### src/rtl/mskt_pkg.sv
`timescale 1ns/1ps
package mskt_pkg;

    typedef enum logic {
        RATE_FAST = 1'b0,
        RATE_SLOW = 1'b1
    } rate_e;

    typedef logic signed [7:0] sample_t;

    typedef struct packed {
        logic start;     // bit clock begins this cycle
        logic boundary;  // bit boundary this cycle
        logic capture;   // a new bit is taken at this boundary
    } clk_evt_t;

    localparam int SINE_AMP = 127;
    localparam int QTR_LEN  = 64;

    // magnitude of one quarter-wave entry, centred in its slot
    function automatic logic [6:0] qtr_mag(input int idx);
        real ang;
        ang = 6.283185307179586 * (real'(idx) + 0.5) / 256.0;
        return 7'($rtoi(real'(SINE_AMP) * $sin(ang) + 0.5));
    endfunction

    // phase step for a bit value at a rate, unit is the 1200 Hz step
    function automatic int unsigned tone_step(input rate_e rate,
                                              input logic bit_v,
                                              input int unsigned unit);
        if (bit_v)
            return unit;
        else if (rate == RATE_FAST)
            return 2 * unit;
        else
            return (3 * unit) / 2;
    endfunction

endpackage

### src/rtl/mskt_bitclk.sv
`timescale 1ns/1ps
module mskt_bitclk
    import mskt_pkg::*;
#(
    parameter int BIT_DIV = 1536,
    parameter int CNT_W   = $clog2(2 * BIT_DIV)
) (
    input  logic     clk,
    input  logic     rst,
    input  logic     rate_slow,
    input  logic     sel_hold,
    input  logic     sel_data,
    input  logic     busy,
    output logic     running,
    output rate_e    rate_q,
    output clk_evt_t evt,
    output logic     bit_clk
);
    localparam logic [CNT_W-1:0] FAST_LAST = CNT_W'(BIT_DIV - 1);
    localparam logic [CNT_W-1:0] SLOW_LAST = CNT_W'(2 * BIT_DIV - 1);
    localparam logic [CNT_W-1:0] FAST_HALF = CNT_W'(BIT_DIV / 2);
    localparam logic [CNT_W-1:0] SLOW_HALF = CNT_W'(BIT_DIV);

    logic [CNT_W-1:0] cnt_q;
    logic [CNT_W-1:0] last_v;
    logic [CNT_W-1:0] half_v;

    always_comb begin
        last_v = (rate_q == RATE_SLOW) ? SLOW_LAST : FAST_LAST;
        half_v = (rate_q == RATE_SLOW) ? SLOW_HALF : FAST_HALF;
    end

    assign evt.start    = !sel_hold && !running;
    assign evt.boundary = (running || busy) && (cnt_q == half_v);
    assign evt.capture  = evt.boundary && running && sel_data;
    assign bit_clk      = !running || (cnt_q >= half_v);

    always_ff @(posedge clk) begin
        if (rst) begin
            running <= 1'b0;
            cnt_q   <= '0;
            rate_q  <= RATE_FAST;
        end else begin
            running <= !sel_hold;
            if (evt.start) begin
                cnt_q  <= '0;
                rate_q <= rate_e'(rate_slow);
            end else if (running || busy) begin
                cnt_q <= (cnt_q == last_v) ? '0 : cnt_q + 1'b1;
            end else begin
                cnt_q <= '0;
            end
        end
    end

    // holding the path parks the bit clock high on the next cycle
    p_hold_parks_clk_r2: assert property (@(posedge clk) disable iff (rst)
        sel_hold |=> bit_clk);

    // the first half period after a start is low
    p_first_half_low_r3: assert property (@(posedge clk) disable iff (rst)
        $rose(running) |-> !bit_clk);

    // bits are only taken while the bit clock is high
    p_take_on_high_r4: assert property (@(posedge clk) disable iff (rst)
        evt.capture |-> bit_clk);

    // the latched rate stays fixed while the bit clock runs
    p_rate_locked_r11: assert property (@(posedge clk) disable iff (rst)
        running |=> $stable(rate_q));

endmodule

### src/rtl/mskt_sine.sv
`timescale 1ns/1ps
module mskt_sine
    import mskt_pkg::*;
(
    input  logic [7:0] idx,
    output sample_t    val
);
    logic [6:0] qtr [QTR_LEN];

    for (genvar g = 0; g < QTR_LEN; g++) begin : g_qtr
        assign qtr[g] = qtr_mag(g);
    end

    logic [1:0] quad;
    logic [5:0] addr;
    logic [6:0] mag;

    always_comb begin
        quad = idx[7:6];
        addr = quad[0] ? ~idx[5:0] : idx[5:0];
        mag  = qtr[addr];
        val  = quad[1] ? -$signed({1'b0, mag}) : $signed({1'b0, mag});
    end

    // codes stay inside the symmetric +/-127 range
    always_comb begin
        p_code_range_r6: assert (val != -8'sd128);
    end

endmodule

### src/rtl/mskt_phase.sv
`timescale 1ns/1ps
module mskt_phase
    import mskt_pkg::*;
#(
    parameter int          PHASE_W        = 16,
    parameter int          CLK_PER_SAMPLE = 48,
    parameter int unsigned UNIT           = 1024
) (
    input  logic       clk,
    input  logic       rst,
    input  clk_evt_t   evt,
    input  rate_e      rate_q,
    input  logic       tx_bit,
    input  sample_t    sine_val,
    output logic [7:0] sine_idx,
    output logic       busy,
    output sample_t    sample_q
);
    localparam int SC_W = (CLK_PER_SAMPLE > 1) ? $clog2(CLK_PER_SAMPLE) : 1;
    localparam logic [SC_W-1:0] SC_LAST = SC_W'(CLK_PER_SAMPLE - 1);
    localparam logic [SC_W-1:0] SC_ONE  = SC_W'(1);

    logic [PHASE_W-1:0] phase_q;
    logic [PHASE_W-1:0] inc_q;
    logic [PHASE_W-1:0] inc_new;
    logic [SC_W-1:0]    sc_q;

    assign inc_new  = PHASE_W'(tone_step(rate_q, tx_bit, UNIT));
    assign sine_idx = phase_q[PHASE_W-1 -: 8];

    always_ff @(posedge clk) begin
        if (rst || evt.start) begin
            busy     <= 1'b0;
            phase_q  <= '0;
            inc_q    <= '0;
            sc_q     <= '0;
            sample_q <= '0;
        end else if (evt.boundary) begin
            if (evt.capture) begin
                busy     <= 1'b1;
                inc_q    <= inc_new;
                sample_q <= sine_val;
                phase_q  <= phase_q + inc_new;
                sc_q     <= SC_ONE;
            end else begin
                busy     <= 1'b0;
                phase_q  <= '0;
                inc_q    <= '0;
                sc_q     <= '0;
                sample_q <= '0;
            end
        end else if (busy) begin
            sc_q <= (sc_q == SC_LAST) ? '0 : sc_q + 1'b1;
            if (sc_q == '0) begin
                sample_q <= sine_val;
                phase_q  <= phase_q + inc_q;
            end
        end
    end

    // the step is fixed between boundaries
    p_step_fixed_r7: assert property (@(posedge clk) disable iff (rst)
        busy && !evt.boundary && !evt.start |=> $stable(inc_q));

    // between strobes the sample and phase hold
    p_hold_between_r6: assert property (@(posedge clk) disable iff (rst)
        busy && !evt.boundary && !evt.start && (sc_q != '0)
        |=> $stable(sample_q) && $stable(phase_q));

    // no bit in flight means a zero output
    p_idle_zero_r9: assert property (@(posedge clk) disable iff (rst)
        !busy |-> (sample_q == '0));

endmodule

### src/rtl/msk_tone_tx.sv
`timescale 1ns/1ps
module msk_tone_tx
    import mskt_pkg::*;
#(
    parameter int CLK_PER_SAMPLE  = 48,
    parameter int SAMPLES_PER_BIT = 32,
    parameter int PHASE_W         = 16
) (
    input  logic       clk,
    input  logic       rst,
    input  logic       rate_slow,
    input  logic       sel_hold,
    input  logic       sel_data,
    input  logic       tx_bit,
    output logic       bit_clk,
    output logic [7:0] tone_sample
);
    localparam int          BIT_DIV = CLK_PER_SAMPLE * SAMPLES_PER_BIT;
    localparam int          CNT_W   = $clog2(2 * BIT_DIV);
    localparam int unsigned UNIT    = (1 << PHASE_W) / (2 * SAMPLES_PER_BIT);
    localparam logic [CNT_W:0] FLUSH_MAX = (CNT_W + 1)'(2 * BIT_DIV);

    logic       running;
    logic       busy;
    rate_e      rate_q;
    clk_evt_t   evt;
    logic [7:0] sine_idx;
    sample_t    sine_val;
    sample_t    sample_q;

    mskt_bitclk #(
        .BIT_DIV (BIT_DIV),
        .CNT_W   (CNT_W)
    ) u_bitclk (
        .clk       (clk),
        .rst       (rst),
        .rate_slow (rate_slow),
        .sel_hold  (sel_hold),
        .sel_data  (sel_data),
        .busy      (busy),
        .running   (running),
        .rate_q    (rate_q),
        .evt       (evt),
        .bit_clk   (bit_clk)
    );

    mskt_phase #(
        .PHASE_W        (PHASE_W),
        .CLK_PER_SAMPLE (CLK_PER_SAMPLE),
        .UNIT           (UNIT)
    ) u_phase (
        .clk      (clk),
        .rst      (rst),
        .evt      (evt),
        .rate_q   (rate_q),
        .tx_bit   (tx_bit),
        .sine_val (sine_val),
        .sine_idx (sine_idx),
        .busy     (busy),
        .sample_q (sample_q)
    );

    mskt_sine u_sine (
        .idx (sine_idx),
        .val (sine_val)
    );

    assign tone_sample = sample_q;

    // length of the current tail after the bit clock stopped
    logic [CNT_W:0] flush_cyc;
    always_ff @(posedge clk) begin
        if (rst)
            flush_cyc <= '0;
        else if (!running && busy)
            flush_cyc <= flush_cyc + 1'b1;
        else
            flush_cyc <= '0;
    end

    // the tail after stopping stays within one slow bit
    p_tail_bounded_r8: assert property (@(posedge clk) disable iff (rst)
        flush_cyc <= FLUSH_MAX);

    // stopped and drained means silence at the port
    p_quiet_port_r9: assert property (@(posedge clk) disable iff (rst)
        !running && !busy |-> (tone_sample == 8'd0));

endmodule

### config.mk
export PLATFORM = sky130hd
export DESIGN_NAME = msk_tone_tx
export DESIGN_NICKNAME = d
export VERILOG_FILES = /design/src/rtl/mskt_pkg.sv /design/src/rtl/mskt_bitclk.sv /design/src/rtl/mskt_sine.sv /design/src/rtl/mskt_phase.sv /design/src/rtl/msk_tone_tx.sv
export SDC_FILE = /design/constraint.sdc
export NUM_CORES = 1
export LEC_CHECK = 0
export CORE_MARGIN = 3
export CORE_UTILIZATION = 58
export DETAILED_ROUTE_END_ITERATION = 8
export DONT_BUFFER_PORTS = 1
export PLACE_DENSITY = 0.77
export SLEW_MARGIN = 30
export SYNTH_ARGS = -nofsm -noshare
export SYNTH_HDL_FRONTEND = slang
export SYNTH_SLANG_ARGS = --single-unit
### constraint.sdc
create_clock -name clk -period 3.2 [get_ports clk]
set_clock_uncertainty 0.2 [all_clocks]
set_input_delay 0.16 -clock clk [delete_from_list [all_inputs] [get_ports clk]]
set_output_delay 0.16 -clock clk [all_outputs]
set_load 0.02 [all_outputs]
==> impl_metrics.env, run 1 <==
export IMPL_min_path_cells=3
export IMPL_die_w_um=82.0
export IMPL_cts_buffer_depth=2
export IMPL_max_slew_margin_rel_pct=67.0
export IMPL_start_util_pct=60.4
export IMPL_async_flop_share_pct=0
export IMPL_drtIter0Drc=232
export IMPL_nFillCells=491
export IMPL_diodes=0
export IMPL_first_pass_iters=8
export IMPL_cts_num_sinks=39
export IMPL_power_density_nw_per_um2=232
export IMPL_rsz0062_at_grt="false"
export IMPL_tns_ns=0
export IMPL_yosysMostFrequentCell="nor2_1"
export IMPL_worstMarginPinSlew_ns=0.495
export IMPL_post_place_cells=494
export IMPL_r2r_start="u_phase.phase_q[9]"
export IMPL_seq_area_frac_synth_pct=23.3
export IMPL_cp_max_fo=6
export IMPL_fmax_mhz=333
export IMPL_cts_tree="built"
export IMPL_cts_max_level=2
export IMPL_wire_per_inst_um=16.0
export IMPL_vias_per_cell=6.30
export IMPL_multiInputGateArea_sq_um=2370
export IMPL_synth_area_per_cell_sq_um=7.75
export IMPL_wirelength_um=8150
export IMPL_ys_types=72
export IMPL_ios=15
export IMPL_hold_path_class="primary input to flip-flop"
export IMPL_slew_violations=0
export IMPL_setup_violations=0
export IMPL_drc=0
export IMPL_clkTransAtPathRegs_ns=0.08
export IMPL_reg2regPathDepth=13
export IMPL_core_sq_um=5540
export IMPL_min_period_ns=3.00
export IMPL_min_from="tx_bit"
export IMPL_vias=3213
export IMPL_nets=469
export IMPL_synth_main_ff_cell="dfxtp_1"
export IMPL_grtUsageTotal_pct=25.2
export IMPL_max_stage_delay_ns=0.45
export IMPL_power_mw=0.844
export IMPL_crit_slowest_cell="or3b_2"
export IMPL_rrSetupSlack_ns=0.20
export IMPL_drive_gt1_share_pct=11.4
export IMPL_layout_cells_non_filler=510
export IMPL_synth_top_area_share_pct=23.3
export IMPL_hold_viol_final=0
export IMPL_areaGrowthSynthToFinish_pct=8.71
export IMPL_syn_area_sq_um=3350
export IMPL_grt_antenna_before_repair=0
export IMPL_synth_nets=464
export IMPL_timing_critical_path_buf_inv=3
export IMPL_path_delay_family="adder cells"
export IMPL_hpwl_um=5700
export IMPL_regArea_sq_um=786
export IMPL_grt_first_pass_wirelength_um=13400
export IMPL_grt_ovfl_total=0
export IMPL_yosys_warnings=0
export IMPL_maxCapViolCount=0
export IMPL_path_class="flip-flop to flip-flop"
export IMPL_clk_latency_ns=0.29
export IMPL_grt_max_degree=49
export IMPL_synth_area_leaders="dfxtp_1 23%, ha_1 9.0%, nor2_1 5.8%"
export IMPL_leakage_nw=1.27
export IMPL_synth_common_cells="52 x nor2_1, 39 x dfxtp_1, 30 x a21oi_1"
export IMPL_ys_ff_latch=39
export IMPL_synthesis_instances=432
export IMPL_die_h_um=82.0
export IMPL_hold_path_endpoint="u_phase.inc_q[11]"
export IMPL_r2r_end="u_phase.sample_q[1]"
export IMPL_cp_cell_sequence="inv_2 -> ha_4 -> inv_2 -> ha_4 -> or3b_2 -> a21oi_2 -> nor4_1 -> o22ai_1 -> inv_1 -> ha_1 -> mux2_2 -> a22oi_1 -> nor2_1"
export IMPL_ant_nets=0
export IMPL_grt_pass1_vias=2852
export IMPL_cp_start_kind="flip-flop"
export IMPL_synth_edf_count=0
export IMPL_peakVddDrop_uv=244
export IMPL_worstPathRequired_ns=3.17
export IMPL_cp_arrival_ns=2.97
export IMPL_yosysTopAreaCell="dfxtp_1"
export IMPL_io_buffers=0
export IMPL_critical_path_endpoint_type="flip-flop"
export IMPL_cts_buffers=5
export IMPL_run_status="complete, no violations"
export IMPL_die_area_sq_um=6720
export IMPL_rows=27
export IMPL_fin_crit_sh_pct=93.8
export IMPL_place_congestion=0.934
export IMPL_cts_root_buf="clkbuf_8"
area by class of cell:
class	instances	share of cell area, %
flip-flops and latches	39	21.6
repair buffers	23	5.85
clock inverters	1	0.138
inverters	24	2.61
multi-input cells	344	65.2
clock buffers	7	2.10
well taps	72	2.48
through the flow:
| step | utilization [%] | hold WS, ns | setup WS [ns] | area [sq um] |
|---|---|---|---|---|
| finish | 65.7 | 0.00876 | 0.199 | 3640 |
| global route | 65.7 | 0.0257 | 0.00837 | 3640 |
| CTS | 65.2 | 0.00694 | 0.137 | 3610 |
| detailed placement | 62.6 | 0.0314 | 0.141 | 3470 |
| global placement | 62.6 | 0.0299 | 0.217 | 3470 |
| floorplan | - | 0.0267 | 0.00224 | 3390 |
cell families (layout without fill, tap and decap cells):
group	Yosys count	count (layout)	share of synthesized area, %
compound gates	123	123	25.6
flops	39	39	23.3
simple gates	171	171	27.5
buf+inv	49	55	6.92
fa+ha+maj	26	26	10.2
xor+xnor	19	19	4.97
mux	5	5	1.57
where the power goes:
group	switching, mW	internal (mW)	total, mW
Clock	0.170	0.153	0.323
Combinational	0.0196	0.0121	0.0317
Sequential	0.00274	0.486	0.489
what timing repair did:
action                                 4_1_cts  5_1_grt
setup endpoints to repair                    0        3
setup buffers                                0        2
endpoints found under the hold margin        3        0
hold buffers                                 6        0
gates resized for setup                      0        4
cell usage in the layout (no fill, tap or decap), types with 4 or more instances in the layout:
cell | Yosys | layout
a211oi_1 | 7 | 7
a21o_1 | 5 | 5
a21oi_1 | 30 | 29
a22oi_1 | 7 | 7
buf_4 | 5 | 15
clkbuf_8 | 0 | 5
dfxtp_1 | 39 | 37
dlygate4sd3_1 | 0 | 6
ha_1 | 24 | 21
inv_1 | 21 | 18
inv_2 | 2 | 4
nand2_1 | 25 | 25
nand2b_1 | 14 | 14
nand3_1 | 13 | 13
nand3b_1 | 4 | 4
nand4b_1 | 4 | 4
nor2_1 | 52 | 52
nor2b_1 | 8 | 8
nor3_1 | 10 | 10
o21ai_0 | 19 | 19
o21ai_1 | 7 | 7
o22ai_1 | 5 | 5
o311ai_0 | 4 | 4
or2_2 | 4 | 4
xnor2_1 | 12 | 11
xor2_1 | 7 | 7
metal layers:
| layer | share of wire [%] | track usage [%] |
|---|---|---|
| met5 | 0 | 0 |
| met4 | 1.7 | 8.14 |
| met3 | 5.5 | 3.62 |
| met2 | 50 | 44.0 |
| met1 | 43 | 31.6 |
worst min-delay path, stage by stage:
cell,delay [ns]
nor2_1,0.07
a22oi_1,0.17
nor2_1,0.05
flip-flops by register name, summed over array words and instances, names as in the netlist:
name              count
u_bitclk.cnt_q       12
u_phase.sample_q      8
u_phase.phase_q       7
u_phase.sc_q          6
u_phase.inc_q         3
u_bitclk.rate_q       1
u_bitclk.running      1
u_phase.busy          1
how the worst max path moves through the flow:
stage | depth (start not counted) | slack (ns) | startpoint | end
finish | 13 | 0.20 | u_phase.phase_q[9] | u_phase.sample_q[1]
CTS | 13 | 0.14 | u_phase.phase_q[14] | u_phase.sample_q[6]
global route | 13 | 0.008 | u_phase.phase_q[9] | u_phase.sample_q[1]
global placement | 11 | 0.22 | u_phase.phase_q[14] | u_phase.sample_q[1]
floorplan | 14 | 0.002 | u_phase.phase_q[14] | u_phase.sample_q[1]
detailed placement | 13 | 0.14 | u_phase.phase_q[9] | u_phase.sample_q[1]
(Power assumes the default switching activity.)
==> inputs of run 2 (changes only) <==
Settings changed: RECOVER_POWER from default to 100.
==> run 2 against run 1 <==
Net effect:
- via count decreased by 0.68%
- final area shrank 0.52%
- worst hold slack better by 0.0022 ns
- die area unchanged
- critical path type unchanged
- critical endpoint is now u_phase.sample_q[5]
- highest routed layer unchanged
==> impl_metrics.env, run 2 (synthesis results as in run 1) <==
export IMPL_areaGrowthSynthToFinish_pct=8.15
export IMPL_hold_path_endpoint="u_phase.inc_q[11]"
export IMPL_vias_per_cell=6.26
export IMPL_vias=3191
export IMPL_drtIter0Drc=221
export IMPL_timing_critical_path_buf_inv=3
export IMPL_p_int_mw=0.652
export IMPL_wire_per_inst_um=16.0
export IMPL_grt_antenna_before_repair=0
export IMPL_grt_pass1_vias=2852
export IMPL_rows=27
export IMPL_hpwl_um=5700
export IMPL_die_h_um=82.0
export IMPL_ios=15
export IMPL_tns_ns=0
export IMPL_regArea_sq_um=783
export IMPL_r2r_start="u_phase.phase_q[9]"
export IMPL_run_status="complete, no violations"
export IMPL_grt_max_degree=49
export IMPL_cp_cell_sequence="inv_2 -> ha_4 -> inv_2 -> ha_4 -> buf_4 -> xnor2_1 -> a32o_1 -> nor4_2 -> o32ai_1 -> o41ai_1 -> xor2_1 -> o21ai_1"
export IMPL_min_period_ns=3.04
export IMPL_path_class="flip-flop to flip-flop"
export IMPL_clk_latency_ns=0.29
export IMPL_r2r_end="u_phase.sample_q[5]"
export IMPL_regMostFlops="u_bitclk.cnt_q"
export IMPL_cts_num_sinks=39
export IMPL_nets=469
export IMPL_cp_max_fo=6
export IMPL_grtUsageTotal_pct=25.2
export IMPL_cp_arrival_ns=3.03
export IMPL_hold_path_class="primary input to flip-flop"
export IMPL_slew_violations=0
export IMPL_crit_slowest_cell="nor4_2"
export IMPL_min_from="tx_bit"
export IMPL_fmax_mhz=329
export IMPL_cts_buffer_depth=2
export IMPL_first_pass_iters=5
export IMPL_rsz0062_at_grt="false"
export IMPL_worstPathRequired_ns=3.19
export IMPL_min_path_cells=3
export IMPL_cts_buffers=5
export IMPL_place_congestion=0.934
export IMPL_io_buffers=0
export IMPL_seq_power_share_pct=58.0
export IMPL_leakage_nw=1.26
export IMPL_clkTransAtPathRegs_ns=0.08
export IMPL_p_sw_mw=0.192
export IMPL_start_util_pct=60.4
export IMPL_post_place_cells=494
export IMPL_core_sq_um=5540
export IMPL_largest_reg_flops=12
export IMPL_nFillCells=495
export IMPL_cts_root_buf="clkbuf_8"
export IMPL_drive_gt1_share_pct=10.7
export IMPL_ant_nets=0
export IMPL_path_delay_family="compound AO/OA/AOI/OAI gates"
export IMPL_p_comb_share_pct=3.8
export IMPL_most_common_layout_cells="53 x nor2_1, 37 x dfxtp_1, 29 x a21oi_1, 25 x nand2_1"
export IMPL_fin_crit_sh_pct=95.1
export IMPL_grt_first_pass_wirelength_um=13400
export IMPL_post_route_util_pct=65.3
export IMPL_max_stage_delay_ns=0.37
export IMPL_power_density_nw_per_um2=233
export IMPL_peakVddDrop_uv=244
export IMPL_cts_tree="built"
export IMPL_drc=0
export IMPL_cts_max_level=2
export IMPL_wirelength_um=8170
export IMPL_max_slew_margin_rel_pct=49.7
export IMPL_critical_path_endpoint_type="flip-flop"
export IMPL_reg2regPathDepth=12
export IMPL_maxCapViolCount=0
export IMPL_die_area_sq_um=6720
export IMPL_swShare_pct=22.8
export IMPL_setup_violations=0
export IMPL_multiInputGateArea_sq_um=2360
export IMPL_worstMarginPinSlew_ns=0.747
export IMPL_cp_start_kind="flip-flop"
export IMPL_diodes=0
export IMPL_layout_cells_non_filler=510
export IMPL_top_regs="u_bitclk.cnt_q: 12 flops, u_phase.sample_q: 8 flops, u_phase.phase_q: 7 flops"
export IMPL_layout_commonest_cell="nor2_1"
export IMPL_clkPwrFrac_pct=38.3
export IMPL_hold_viol_final=0
export IMPL_die_w_um=82.0
export IMPL_grt_ovfl_total=0
export IMPL_rrSetupSlack_ns=0.16
run 2: cell count changes in the layout (fill, tap and decap cells not counted):
cell	before	now
buf_4	15	13
o21ai_0	19	21
o21ai_1	7	5
and2_0	1	2
and2_1	2	1
buf_2	0	1
clkbuf_1	2	3
dfxtp_2	1	2
dfxtp_4	1	0
nor2_1	52	53
nor2_2	1	0
o41ai_1	0	1
o41ai_2	2	1
run 2: per-layer routing:
layer / GRT usage, % / routed length (um) / vias up
met3: 3.62 / 329 / 15
li1: - / - / 1586
met4: 8.14 / 142 / 0
met2: 44.0 / 4050 / 79
met5: 0 / 0 / -
met1: 31.6 / 3650 / 1511
run 2: final cells by class:
class	count	area share (%)
well taps	72	2.49
repair buffers	23	5.70
inverters	24	2.63
clock buffers	7	2.11
clock inverters	1	0.138
multi-input cells	344	65.3
flip-flops and latches	39	21.6
run 2: power by group through the flow:
stage          registers, mW  logic [mW]  clock network, mW
2_1_floorplan          0.498      0.0219                  0
4_1_cts                0.488      0.0309              0.333
3_3_place_gp           0.500      0.0246                  0
6_report               0.489      0.0319              0.323
5_1_grt                0.490      0.0357              0.354
3_5_place_dp           0.500      0.0252                  0
run 2: worst reg2reg max path: cells and delay by family (launching register included):
kind	cells	cell delay [ns]
AO/OA/AOI/OAI	4	0.91
XOR/XNOR	2	0.33
adder cells (fa/ha/maj)	2	0.47
buffers and inverters	3	0.35
flip-flops	1	0.32
AND/OR/NAND/NOR	1	0.37
run 2: how the worst max path moves through the flow:
stage | to | slack [ns] | cells past startpoint | start
2_1_floorplan | u_phase.sample_q[1] | 0.002 | 14 | u_phase.phase_q[14]
3_3_place_gp | u_phase.sample_q[1] | 0.22 | 11 | u_phase.phase_q[14]
3_5_place_dp | u_phase.sample_q[1] | 0.14 | 13 | u_phase.phase_q[9]
4_1_cts | u_phase.sample_q[6] | 0.14 | 13 | u_phase.phase_q[14]
5_1_grt | u_phase.sample_q[1] | 0.005 | 13 | u_phase.phase_q[9]
6_report | u_phase.sample_q[5] | 0.16 | 12 | u_phase.phase_q[9]
run 2: repair_timing:
item,4_1_cts,5_1_grt
endpoints found under the hold margin,3,0
setup buffers,0,2
endpoints found under the setup margin,0,3
hold buffers,6,0
resized for setup,0,4
run 2: through the flow:
| step | setup slack [ns] | power, mW | hold slack, ns | cell area, sq um |
|---|---|---|---|---|
| after floorplan | 0.00224 | 0.520 | 0.0267 | 3390 |
| after global placement | 0.217 | 0.524 | 0.0299 | 3470 |
| after detailed placement | 0.141 | 0.525 | 0.0314 | 3470 |
| after CTS | 0.137 | 0.853 | 0.00694 | 3610 |
| after global routing | 0.00549 | 0.880 | 0.0263 | 3620 |
| final | 0.156 | 0.844 | 0.0110 | 3620 |
==> inputs of run 3 (changes only) <==
Settings changed: CORE_UTILIZATION 58 to 65, PLACE_DENSITY 0.77 to 0.82.
Clock period 3.2 ns to 3.3 ns, I/O delays scaled along.
==> run 3 against run 2 <==
Net effect:
- clock power increased by 45%
- setup slack got worse by 0.0025 ns
- wire length increased by 5.0%
- flip-flop and latch count unchanged
- sequential power decreased by 3%
- via count increased by 3.5%
- die area decreased by 10%
- non-clock buffer count decreased by 2
- final cell count decreased by 1.4%
- worst hold slack got worse by 0.0073 ns
- register-to-register slack about the same
- total power increased by 16%
- highest routed layer unchanged
==> impl_metrics.env, run 3 (synthesis results as in run 1) <==
export IMPL_run_status="complete, no violations"
export IMPL_die_area_sq_um=6050
export IMPL_peakVddDrop_uv=332
export IMPL_layout_commonest_cell="nor2_1"
export IMPL_maxCapViolCount=0
export IMPL_hold_path_class="primary input to flip-flop"
export IMPL_path_delay_family="adder cells"
export IMPL_clkTransAtPathRegs_ns=0.08
export IMPL_vias=3304
export IMPL_preCtsSetupSlack_ns=0.162
export IMPL_rows=25
export IMPL_timing_hold_ws_ns=0.00369
export IMPL_worstMarginPinSlew_ns=0.905
export IMPL_cp_start_kind="flip-flop"
export IMPL_p_comb_share_pct=3.3
export IMPL_grtUsageTotal_pct=29.1
export IMPL_ios=15
export IMPL_cp_cell_sequence="inv_2 -> ha_4 -> inv_2 -> ha_4 -> or3b_2 -> a21oi_2 -> nor4_1 -> o22ai_1 -> inv_1 -> ha_1 -> mux2_2 -> a22oi_1 -> nor2_1"
export IMPL_setup_ws_ns=0.153
export IMPL_slew_violations=0
export IMPL_grt_busiest_layer="met2"
export IMPL_largest_reg_flops=12
export IMPL_post_place_cells=488
export IMPL_areaGrowthSynthToFinish_pct=8.67
export IMPL_max_stage_delay_ns=0.47
export IMPL_hpwl_um=5790
export IMPL_cts_buffer_depth=2
export IMPL_cts_root_buf="clkbuf_8"
export IMPL_cp_max_fo=7
export IMPL_power_density_nw_per_um2=268
export IMPL_wirelength_um=8580
export IMPL_cp_arrival_ns=3.12
export IMPL_max_slew_margin_rel_pct=39.0
export IMPL_timing_critical_path_buf_inv=3
export IMPL_place_congestion=0.936
export IMPL_use_met1_pct=34.7
export IMPL_regMostFlops="u_bitclk.cnt_q"
export IMPL_seq_power_share_pct=48.7
export IMPL_core_sq_um=4850
export IMPL_vias_per_cell=6.57
export IMPL_cts_tree="built"
export IMPL_cts_num_sinks=39
export IMPL_grt_pass1_vias=3059
export IMPL_clk_latency_ns=0.29
export IMPL_wire_per_inst_um=17.1
export IMPL_cts_max_level=2
export IMPL_p_sw_mw=0.189
export IMPL_grt_max_degree=38
export IMPL_critical_path_endpoint_type="flip-flop"
export IMPL_die_h_um=77.8
export IMPL_crit_slowest_cell="or3b_2"
export IMPL_grt_ovfl_total=0
export IMPL_grtUsageMet3_pct=5.22
export IMPL_most_common_layout_cells="52 x nor2_1, 36 x dfxtp_1, 29 x a21oi_1, 25 x nand2_1, 22 x ha_1"
export IMPL_clkPwrFrac_pct=48.1
export IMPL_use_met2_pct=49.2
export IMPL_nets=467
export IMPL_grt_antenna_before_repair=0
export IMPL_start_util_pct=69.0
export IMPL_dpl_cell_area_sq_um=3430
export IMPL_die_w_um=77.8
export IMPL_grt_first_pass_wirelength_um=14300
export IMPL_first_pass_iters=5
export IMPL_ant_nets=0
export IMPL_cts_buffers=5
export IMPL_fmax_mhz=318
export IMPL_leakage_nw=1.28
export IMPL_tns_ns=0
export IMPL_top_regs="u_bitclk.cnt_q: 12 flops, u_phase.sample_q: 8 flops, u_phase.phase_q: 7 flops"
export IMPL_fin_area_sq_um=3640
export IMPL_setup_violations=0
export IMPL_worstPathRequired_ns=3.27
export IMPL_hold_viol_final=0
export IMPL_p_int_mw=0.786
export IMPL_layout_cells_non_filler=503
export IMPL_swShare_pct=19.4
export IMPL_drc=0
export IMPL_io_buffers=0
export IMPL_fin_crit_sh_pct=95.4
export IMPL_diodes=0
export IMPL_drive_gt1_share_pct=10.8
export IMPL_drtIter0Drc=404
export IMPL_min_period_ns=3.15
export IMPL_path_class="flip-flop to flip-flop"
[run 3: repair_timing]
action | 4_1_cts | 5_1_grt
hold buffers | 6 | 0
hold endpoints to repair | 3 | 0
resized for setup | 0 | 6
endpoints found under the setup margin | 0 | 3
buffers inserted | 0 | 1
[run 3: power by group through the flow]
stage	Sequential, mW	Clock [mW]	Combinational [mW]
floorplan	0.484	0	0.0212
global placement	0.485	0	0.0237
detailed placement	0.486	0	0.0248
CTS	0.474	0.473	0.0310
global route	0.475	0.496	0.0352
finish	0.475	0.469	0.0319
[run 3: path summary, 6_finish.rpt]
kind | from | depth (start not counted) | endpoint | slack, ns
worst min register to register | u_phase.inc_q[10] | 2 | u_phase.inc_q[10] | 0.27
worst max-delay path | u_phase.phase_q[9] | 13 | u_phase.sample_q[1] | 0.15
worst min-delay path | tx_bit | 3 | u_phase.inc_q[11] | 0.004
worst max register to register | u_phase.phase_q[9] | 13 | u_phase.sample_q[1] | 0.15
[run 3: worst reg2reg max path, stage by stage (launching register included)]
cell and delay (ns):
dfxtp_2 0.34, inv_2 0.07, ha_4 0.31, inv_2 0.08, ha_4 0.30, or3b_2 0.47, a21oi_2 0.16, nor4_1 0.07
o22ai_1 0.20, inv_1 0.07, ha_1 0.28, mux2_2 0.26, a22oi_1 0.17, nor2_1 0.06
[run 3: cell type report]
class                      count  area [sq um]
inverter                      24          90.1
sequential                    39           785
timing repair buffer          21           181
fill                         372          1210
tap                           67          83.8
multi-input combinational    344          2360
clock buffer                   6          72.6
clock inverter                 2          60.1
[run 3: metrics by stage]
| step | utilization, % | total power [mW] |
|---|---|---|
| 2_1_floorplan | - | 0.505 |
| 3_3_place_gp | 70.8 | 0.509 |
| 3_5_place_dp | 70.8 | 0.510 |
| 4_1_cts | 74.8 | 0.979 |
| 5_1_grt | 75.0 | 1.01 |
| 6_report | 75.0 | 0.975 |
[run 3: metal layers]
layer | routed length, um | up-vias
met2 | 4240 | 151
met3 | 524 | 35
met4 | 387 | 0
met5 | 0 | -
li1 | - | 1595
met1 | 3430 | 1523
